[config.mk]
export PLATFORM = sky130hd
export DESIGN_NAME = pair_meantimer
export DESIGN_NICKNAME = d
export VERILOG_FILES = /design/src/rtl/pme_pkg.sv /design/src/rtl/pme_hit_sync.sv /design/src/rtl/pme_bar_pair.sv /design/src/rtl/pme_window_enc.sv /design/src/rtl/pair_meantimer.sv
export SDC_FILE = /design/constraint.sdc
export NUM_CORES = 1
export LEC_CHECK = 0
export BUFFER_PORTS_ARGS = -buffer_cell sky130_fd_sc_hd__buf_4
export CAP_MARGIN = 20
export CORE_MARGIN = 2
export CORE_UTILIZATION = 30
export CTS_BUF_LIST = sky130_fd_sc_hd__clkbuf_8
export CTS_CLUSTER_SIZE = 20
export DETAILED_ROUTE_END_ITERATION = 10
export GPL_TIMING_DRIVEN = 0
export HOLD_SLACK_MARGIN = 0.03
export PLACE_DENSITY = 0.45
export SLEW_MARGIN = 20
export SYNTH_ARGS = -nofsm -noshare
export SYNTH_HDL_FRONTEND = slang
export SYNTH_SLANG_ARGS = --single-unit
[constraint.sdc]
create_clock -name clk -period 6 [get_ports clk]
set_clock_uncertainty 0.15 [all_clocks]
set_input_delay 1.2 -clock clk [delete_from_list [all_inputs] [get_ports clk]]
set_output_delay 1.2 -clock clk [all_outputs]
set_load 0.02 [all_outputs]
[src/rtl/pme_pkg.sv]
package pme_pkg;
  typedef enum logic [1:0] {
    ST_IDLE  = 2'd0,
    ST_COUNT = 2'd1,
    ST_EMIT  = 2'd2
  } pme_state_e;
endpackage

[src/rtl/pme_hit_sync.sv]
module pme_hit_sync #(
  parameter int CHANNELS = 16
) (
  input  logic                clk,
  input  logic                rst,
  input  logic [CHANNELS-1:0] async_in,
  output logic [CHANNELS-1:0] sync_out
);
  logic [CHANNELS-1:0] meta_q;
  logic [CHANNELS-1:0] sync_q;

  always_ff @(posedge clk) begin
    if (rst) begin
      meta_q <= '0;
      sync_q <= '0;
    end else begin
      meta_q <= async_in;
      sync_q <= meta_q;
    end
  end

  assign sync_out = sync_q;
endmodule

[src/rtl/pme_bar_pair.sv]
module pme_bar_pair #(
  parameter int NUM_BARS = 8
) (
  input  logic                  clk,
  input  logic                  rst,
  input  logic [2*NUM_BARS-1:0] ends_in,
  output logic [NUM_BARS-1:0]   coinc_out
);
  localparam int CH = 2 * NUM_BARS;

  logic [CH-1:0]       prev_q;
  logic [CH-1:0]       wide_q;
  logic [NUM_BARS-1:0] coinc_q;

  // one extra cycle of width per end: wide = now | last cycle
  always_ff @(posedge clk) begin
    if (rst) begin
      prev_q <= '0;
      wide_q <= '0;
    end else begin
      prev_q <= ends_in;
      wide_q <= ends_in | prev_q;
    end
  end

  for (genvar b = 0; b < NUM_BARS; b++) begin : g_bar
    always_ff @(posedge clk) begin
      if (rst) coinc_q[b] <= 1'b0;
      else     coinc_q[b] <= wide_q[2*b] & wide_q[2*b+1];
    end
  end

  assign coinc_out = coinc_q;
endmodule

[src/rtl/pme_window_enc.sv]
module pme_window_enc
  import pme_pkg::*;
#(
  parameter int NUM_BARS = 8,
  parameter int WIN_W    = 8
) (
  input  logic                clk,
  input  logic                rst,
  input  logic [NUM_BARS-1:0] coinc,
  input  logic [WIN_W-1:0]    win_len,
  output logic                width_pulse
);
  localparam int SUM_W = $clog2(2*NUM_BARS+1);
  localparam int CNT_W = $clog2(NUM_BARS+1);
  localparam logic [SUM_W-1:0] CAP = SUM_W'(NUM_BARS);

  pme_state_e          state_q;
  logic [NUM_BARS-1:0] prev_q;
  logic [NUM_BARS-1:0] rise;
  logic [SUM_W-1:0]    pop;
  logic [SUM_W-1:0]    cnt_sum;
  logic [SUM_W-1:0]    held_sum;
  logic [CNT_W-1:0]    cnt_q;
  logic [CNT_W-1:0]    held_q;
  logic [CNT_W-1:0]    remain_q;
  logic [WIN_W-1:0]    timer_q;
  logic                pulse_q;

  function automatic logic [CNT_W-1:0] clip(input logic [SUM_W-1:0] v);
    clip = (v > CAP) ? CNT_W'(NUM_BARS) : v[CNT_W-1:0];
  endfunction

  assign rise = coinc & ~prev_q;

  always_comb begin
    pop = '0;
    for (int i = 0; i < NUM_BARS; i++) pop = pop + SUM_W'(rise[i]);
  end

  assign cnt_sum  = SUM_W'(cnt_q) + pop;
  assign held_sum = SUM_W'(held_q) + pop;

  always_ff @(posedge clk) begin
    if (rst) begin
      state_q  <= ST_IDLE;
      prev_q   <= '0;
      cnt_q    <= '0;
      held_q   <= '0;
      remain_q <= '0;
      timer_q  <= '0;
      pulse_q  <= 1'b0;
    end else begin
      prev_q <= coinc;
      if (win_len == '0) begin
        state_q  <= ST_IDLE;
        cnt_q    <= '0;
        held_q   <= '0;
        remain_q <= '0;
        timer_q  <= '0;
        pulse_q  <= 1'b0;
      end else begin
        case (state_q)
          ST_IDLE: begin
            pulse_q <= 1'b0;
            if (held_sum != '0) begin
              state_q <= ST_COUNT;
              cnt_q   <= clip(held_sum);
              held_q  <= '0;
              timer_q <= WIN_W'(1);
            end
          end
          ST_COUNT: begin
            pulse_q <= 1'b0;
            if (timer_q >= win_len) begin
              state_q  <= ST_EMIT;
              remain_q <= cnt_q;
              held_q   <= clip(held_sum);
            end else begin
              cnt_q   <= clip(cnt_sum);
              timer_q <= timer_q + 1'b1;
            end
          end
          ST_EMIT: begin
            held_q <= clip(held_sum);
            if (remain_q != '0) begin
              pulse_q  <= 1'b1;
              remain_q <= remain_q - 1'b1;
            end else begin
              pulse_q <= 1'b0;
              state_q <= ST_IDLE;
            end
          end
          default: begin
            state_q <= ST_IDLE;
            pulse_q <= 1'b0;
          end
        endcase
      end
    end
  end

  assign width_pulse = pulse_q;
endmodule

[src/rtl/pair_meantimer.sv]
module pair_meantimer #(
  parameter int NUM_BARS = 8,
  parameter int WIN_W    = 8
) (
  input  logic                  clk,
  input  logic                  rst,
  input  logic [2*NUM_BARS-1:0] hit_in,
  input  logic [WIN_W-1:0]      win_len,
  output logic [NUM_BARS-1:0]   coinc,
  output logic                  width_pulse
);
  localparam int CHANNELS = 2 * NUM_BARS;

  logic [CHANNELS-1:0] hit_sync;

  pme_hit_sync #(.CHANNELS(CHANNELS)) u_sync (
    .clk      (clk),
    .rst      (rst),
    .async_in (hit_in),
    .sync_out (hit_sync)
  );

  pme_bar_pair #(.NUM_BARS(NUM_BARS)) u_pair (
    .clk       (clk),
    .rst       (rst),
    .ends_in   (hit_sync),
    .coinc_out (coinc)
  );

  pme_window_enc #(.NUM_BARS(NUM_BARS), .WIN_W(WIN_W)) u_enc (
    .clk         (clk),
    .rst         (rst),
    .coinc       (coinc),
    .win_len     (win_len),
    .width_pulse (width_pulse)
  );
endmodule

Word level (Yosys, flattened, before mapping)
Index checks and enable logic that the tools add are counted.
{"block": "totals", "reg_bits": 103, "inputBits": 26, "out_inout_bits": 9, "wordCells": 84}
{"block": "classes", "n_addsub": 11, "order_cmp": 3, "eq_ne": 7, "mux": 19, "bitwise": 12, "n_reduce_logical": 13}
{"cell": "$mux W4", "n": 8}
{"cell": "$add A5 B1 Y5", "n": 6}
{"cell": "$mux W8", "n": 2}
{"cell": "$or A16 B16 Y16", "n": 1}
{"cell": "$pmux W4 S2", "n": 2}
{"cell": "$pmux W8 S2", "n": 1}
{"cell": "$pmux W4 S3", "n": 1}
{"cell": "$reduce_and A3 Y1", "n": 4}
{"cell": "$add A4 B5 Y5", "n": 2}
{"cell": "$gt A5 B4 Y1 const B", "n": 2}
{"cell": "$add A8 B1 Y8 const B", "n": 1}
{"cell": "$and A1 B1 Y1", "n": 8}
{"cell": "$and A8 B8 Y8", "n": 1}
{"cell": "$ge A8 B8 Y1", "n": 1}
{"cell": "$logic_not A8 Y1", "n": 1}
{"cell": "$not A8 Y8", "n": 1}
{"cell": "$mux W2", "n": 3}
{"cell": "$ne A2 B1 Y1 const B", "n": 3}
{"cell": "$pmux W2 S3", "n": 1}
{"cell": "$reduce_bool A5 Y1", "n": 1}
{"cell": "$ne A2 B2 Y1 const B", "n": 2}
{"cell": "$reduce_bool A2 Y1", "n": 2}
{"cell": "$reduce_bool A4 Y1", "n": 1}
{"cell": "$sub A4 B1 Y4 const B", "n": 1}
{"cell": "other kinds (9)", "n": 9}

Depth between registers and ports, before layout
{"block": "depth", "word_depth": 14, "depth_mapped": 17, "depth_no_buf": 16}

Hierarchy
Synthesis repeated with hierarchy kept, for this count alone.
{"block": "unflattened", "hier_cells": 401, "hier_area_um2": 4289.1}
{"mod": "pme_window_enc", "n_inst": 1, "cells_per_inst": 250, "area_per_inst_um2": 2274.7, "seq_area_each_um2": 620.6}
{"mod": "pme_bar_pair", "n_inst": 1, "cells_per_inst": 84, "area_per_inst_um2": 1151.1, "seq_area_each_um2": 800.8}
{"mod": "pme_hit_sync", "n_inst": 1, "cells_per_inst": 67, "area_per_inst_um2": 863.3, "seq_area_each_um2": 640.6}

Worst setup path before layout
OpenSTA, ideal clock, no wires.
{"block": "synth_path", "kind": "reg2reg", "from": "reg u_pair.coinc_q[0], in the netlist u_pair.coinc_out[0]", "to": "reg u_enc.cnt_q[3]", "setup_ns": 0.087, "t_arrival_ns": 4.434, "required_time_ns": 5.763, "setup_slack_ns": 1.329, "path_stages_with_launch": 16, "path_buffers": 0, "synth_period_minus_slack_ns": 4.671, "path_cell_list": "dfxtp_1 -> nor2b_1 -> ha_1 -> inv_1 -> fa_1 -> fa_1 -> fa_1 -> fa_1 -> inv_1 -> fa_1 -> and2_1 -> a21oi_1 -> nor2_1 -> a21oi_1 -> or4b_1 -> o31ai_1"}
{"block": "synth_between", "elab_chain_len": 13, "word_cells_on_any_way": 20, "cone_classes": "9 x add/sub; 2 x order compare; 1 x eq/ne; 5 x mux; 1 x bitwise; 2 x reduce/logical"}
{"item": "start: declaration", "line_no": "pme_bar_pair.sv:13", "rtl": "logic [NUM_BARS-1:0] coinc_q;"}
{"item": "start signal: indexed assignment", "line_no": "pme_bar_pair.sv:29", "rtl": "else coinc_q[b] <= wide_q[2*b] & wide_q[2*b+1];"}
{"item": "$and A8 B8 Y8 *", "line_no": "pme_window_enc.sv:33", "rtl": "assign rise = coinc & ~prev_q;"}
{"item": "$add A1 B1 Y2 *", "line_no": "pme_window_enc.sv:37", "rtl": "for (int i = 0; i < NUM_BARS; i++) pop = pop + SUM_W'(rise[i]);"}
{"item": "$add A5 B1 Y5 * (6 in a row)", "line_no": "pme_window_enc.sv:37"}
{"item": "$add A4 B5 Y5 (on tied branches)", "line_no": "pme_window_enc.sv:40, pme_window_enc.sv:41"}
{"item": "$gt A5 B4 Y1", "line_no": "pme_window_enc.sv:30", "rtl": "clip = (v > CAP) ? CNT_W'(NUM_BARS) : v[CNT_W-1:0];"}
{"item": "$mux W4", "line_no": "pme_window_enc.sv:30"}
{"item": "$mux W4 (on tied branches)", "line_no": "pme_window_enc.sv:74, pme_window_enc.sv:65"}
{"item": "$pmux W4 S2", "line_no": "pme_window_enc.sv:62", "rtl": "case (state_q)"}
{"item": "end signal: assignment", "line_no": "pme_window_enc.sv:67", "rtl": "cnt_q <= clip(held_sum);"}
{"item": "end signal: assignment", "line_no": "pme_window_enc.sv:79", "rtl": "cnt_q <= clip(cnt_sum);"}
{"item": "end: declaration", "line_no": "pme_window_enc.sv:23", "rtl": "logic [CNT_W-1:0] cnt_q;"}
Mark *: on every way between the ends. The rest lies on a longest branch, timed or not. The select of a mux whose other input is x is not followed.
A chain may end at the register's enable or synchronous reset.

Worst setup path after layout
{"block": "layout_path", "from": "reg u_pair.coinc_q[0], in the netlist u_pair.coinc_out[0]", "to": "reg u_enc.timer_q[6]"}
{"block": "layout_between", "elab_chain_len": 12}
{"item": "$and A8 B8 Y8", "line_no": "pme_window_enc.sv:33"}
{"item": "$add A1 B1 Y2", "line_no": "pme_window_enc.sv:37"}
{"item": "$add A5 B1 Y5 (6 in a row)", "line_no": "pme_window_enc.sv:37"}
{"item": "$add A4 B5 Y5", "line_no": "pme_window_enc.sv:41", "rtl": "assign held_sum = SUM_W'(held_q) + pop;"}
{"item": "$reduce_bool A5 Y1", "line_no": "pme_window_enc.sv:65", "rtl": "if (held_sum != '0) begin"}
{"item": "$ne A2 B1 Y1 (no source line)"}
{"item": "$reduce_and A3 Y1 (no source line)"}
{"item": "end signal: assignment", "line_no": "pme_window_enc.sv:80", "rtl": "timer_q <= timer_q + 1'b1;"}
{"item": "end: declaration", "line_no": "pme_window_enc.sv:26", "rtl": "logic [WIN_W-1:0] timer_q;"}
Every way passes these cells.

==> qor.txt <==
Status -> complete, no violations
Clock tree from TritonCTS -> built
Full die area -> 0.0148 mm^2
Total grt overflow -> 0
Worst reg2reg startpoint -> u_pair.coinc_out[0]
Cells on worst reg2reg path -> 15
Number of cells upsized or downsized after cts -> 0
Final Wtd Congestion -> 0.806
Post-Syn Nets -> 495
Die Span X -> 122 um
Dominant register cell in the synthesized netlist -> sky130_fd_sc_hd__dfxtp_1
Number of hold violations in the final report -> 0
Total of flip-flops plus latches after synthesis -> 103
Worst hold path class -> reg2reg
Max Transition Viols Final -> 0
Critical path data required time -> 6.12 ns
Clk Latency, worst-skew pair -> 0.37 ns
Arr. time, crit path -> 5.17 ns
Critical Path Fanout Max -> 6
Power density over the cells -> 291 mW/mm^2
Sequential share of the synthesized area -> 49.7%
Worst setup EP type -> register
Transition time at the pin with the least slew margin -> 0.558 ns
Vias post-DR -> 2928
Starting DRC count in detailed routing -> 88
Reported leakage power -> 2.04 nW
Count of warnings emitted by yosys -> 0
CTS HTree Levels -> 3
Gate count of the mapped netlist -> 437
Maximum capacitance violations -> 0
Area delta synth->final -> 16.7%
Critical Path Stages -> 15
Setup_tns -> 0 ns
Fraction of final layout cells with drive strength greater than 1 -> 11.7%
Initial antenna violation count -> 0
Most frequent standard cell in the layout excluding fill and tap cells -> sky130_fd_sc_hd__dfxtp_1
Clock root buffer master -> sky130_fd_sc_hd__clkbuf_8
Clock edge transition at the registers on the reported setup and hold paths -> 0.11 ns
Worst Setup Start Kind -> register
Number of library cell types mapped by synthesis -> 51
Post-layout instance count excluding filler cells -> 662
Count of input and output buffers -> 33
Async set-or-reset flop fraction in the synthesized netlist -> 0%
Category of the most critical setup path -> reg2reg
Worst path buffer plus inverter count -> 2
Time the final worst path needs with I/O delays and setup -> 5.05 ns
Synth Cell Area -> 0.00415 mm^2
Placed wire-length estimate after detailed placement -> 6010 um
Ant. Diodes -> 0
Post-CTS repair timing setup buffer count -> 0
Count of filler cells inserted in the layout -> 1382
Final Cycle Share -> 84.1%
Most frequent cell on the critical path -> sky130_fd_sc_hd__fa_1
Reg-to-reg setup timing slack -> 0.95 ns
Endpoints failing setup -> 0
First-pass iteration count of the detailed router -> 4
Maximum VDD drop -> 127 uV
Endpoint of the lowest-slack register-to-register path -> u_enc.timer_q[6]
Avg WL per Cell -> 11.9 um
CP delay by family, top -> adder cells
Post-layout power -> 0.00141 W
Highest clock rate -> 0.198 GHz
Total routing resource utilization after global routing -> 11.6%
Residual DRC count -> 0
Mean cell area of the mapped netlist -> 9.50 um^2
Number of I/O pins -> 35
Maximum number of pins on one net before global-route repair -> 20
# placed instances -> 646
Cts hold-fix bufs -> 0
Maximum buffer depth of the clock tree -> 2
RSZ-0062 raised after global routing -> false
Initial core utilization -> 31.0%
Post-Route WL -> 7890 um
Launching instance or port of the critical path -> u_pair.coinc_out[0]
Core Footprint -> 0.0134 mm^2
Total Nets Final -> 539
Clock net sink count -> 103
Critical path destination -> u_enc.timer_q[6]
Stage delay of the slowest cell on the critical path -> 0.54 ns
Vias in the first global route -> 2813
Number of buffers inserted during clock tree synthesis -> 9
Relative max-transition margin -> 62.6%
Post-synth EDFFs -> 0
First-pass GRT wire length -> 13300 um
Crit path max-delay cell type -> sky130_fd_sc_hd__fa_1
Cell-by-cell listing of the critical path -> nor2b_1, ha_1, inv_1, fa_1, fa_1, fa_1, fa_1, inv_1, fa_1, nor4b_1, nand2_1, o211ai_1, or2_2, mux2i_1, a21o_1
Post-layout instance area -> 0.00484 mm^2
Antenna-violating nets left -> 0
Drt via density -> 4.42
Post-Route Utilization -> 36.2%
Height of the die -> 122 um
Site Rows -> 42
Highest-count cells in the layout ignoring fill and taps -> sky130_fd_sc_hd__dfxtp_1 (103), sky130_fd_sc_hd__nor2b_1 (60), sky130_fd_sc_hd__nor2_1 (54), sky130_fd_sc_hd__buf_4 (34), sky130_fd_sc_hd__nand2_1 (30)
Total cell area at the placement stage -> 0.00462 mm^2
## worst min-delay path by stage
stage,cells after the start,endpoint,start
after floorplan,2,u_pair.coinc_out[0],u_pair.wide_q[1]
after global placement,2,u_pair.coinc_out[4],u_pair.wide_q[9]
after detailed placement,2,u_pair.coinc_out[3],u_pair.wide_q[7]
after CTS,2,u_pair.coinc_out[6],u_pair.wide_q[13]
after global routing,2,u_pair.coinc_out[4],u_pair.wide_q[9]
final,2,u_pair.coinc_out[6],u_pair.wide_q[13]
## worst min-delay path: stages (launching register included)
cell,delay [ns]
sky130_fd_sc_hd__dfxtp_1,0.31
sky130_fd_sc_hd__nand2_1,0.04
sky130_fd_sc_hd__nor2_1,0.03
## logic make-up after synthesis
family / after synthesis / synth area share [%]
and+or+nand+nor: 193 / 24.0
DFF: 103 / 49.7
AOI/OAI and AO/OA: 65 / 10.9
buffers and inverters: 40 / 3.92
adders and majority gates: 32 / 10.7
xor gates and xnor gates: 3 / 0.633
muxes: 1 / 0.241
## power by group
group	switching, W	leakage (nW)	internal, W
registers	0.0000184	0.840	0.000714
clock network	0.000252	0.114	0.000216
logic	0.000127	1.08	0.0000808
## state kept, by name (all words and copies together), names as in the netlist
name               flops
u_enc.remain_q         4
u_enc.timer_q          8
u_sync.sync_out       16
u_enc.width_pulse      1
u_pair.prev_q         16
u_pair.wide_q         16
u_enc.cnt_q            4
u_sync.meta_q         16
u_pair.coinc_out       8
u_enc.state_q          2
u_enc.held_q           4
u_enc.prev_q           8
## per-layer routing
| metal | global-route usage (%) | wire, um |
|---|---|---|
| met1 | 12.8 | 3460 |
| met2 | 21.1 | 4000 |
| met3 | 3.18 | 292 |
| met4 | 4.81 | 134 |
| met5 | 0 | 0 |
## cell usage after synthesis (8+ instances only)
library cell	instances	area share (%)
sky130_fd_sc_hd__ha_1	26	7.8
sky130_fd_sc_hd__nand3_1	8	0.96
sky130_fd_sc_hd__nand4_1	8	1.2
sky130_fd_sc_hd__nor2_1	54	4.9
sky130_fd_sc_hd__a21oi_1	16	1.9
sky130_fd_sc_hd__inv_1	23	2.1
sky130_fd_sc_hd__nand2b_1	10	1.5
sky130_fd_sc_hd__clkbuf_1	13	1.2
sky130_fd_sc_hd__dfxtp_1	103	50
sky130_fd_sc_hd__nand2_1	30	2.7
sky130_fd_sc_hd__nor2b_1	60	9.0
## per-stage QoR
step                hold WS [ns]  setup slack, ns
global route               0.264            0.626
CTS                        0.253            0.898
detailed placement         0.251            0.927
floorplan                  0.245             1.33
global placement           0.248             1.01
finish                     0.249            0.951
## layout make-up
| cell class | count | area, um^2 | area share [%] |
|---|---|---|---|
| repair buffers | 33 | 248 | 5.11 |
| clock inverters | 6 | 86.3 | 1.78 |
| multi-input cells | 294 | 1930 | 39.8 |
| plain buffers | 17 | 76.3 | 1.58 |
| well taps | 176 | 220 | 4.55 |
| inverters | 23 | 86.3 | 1.78 |
| flip-flops and latches | 103 | 2060 | 42.6 |
| clock buffers | 10 | 138 | 2.84 |
Note: power is estimated with default switching activity, not from simulation.
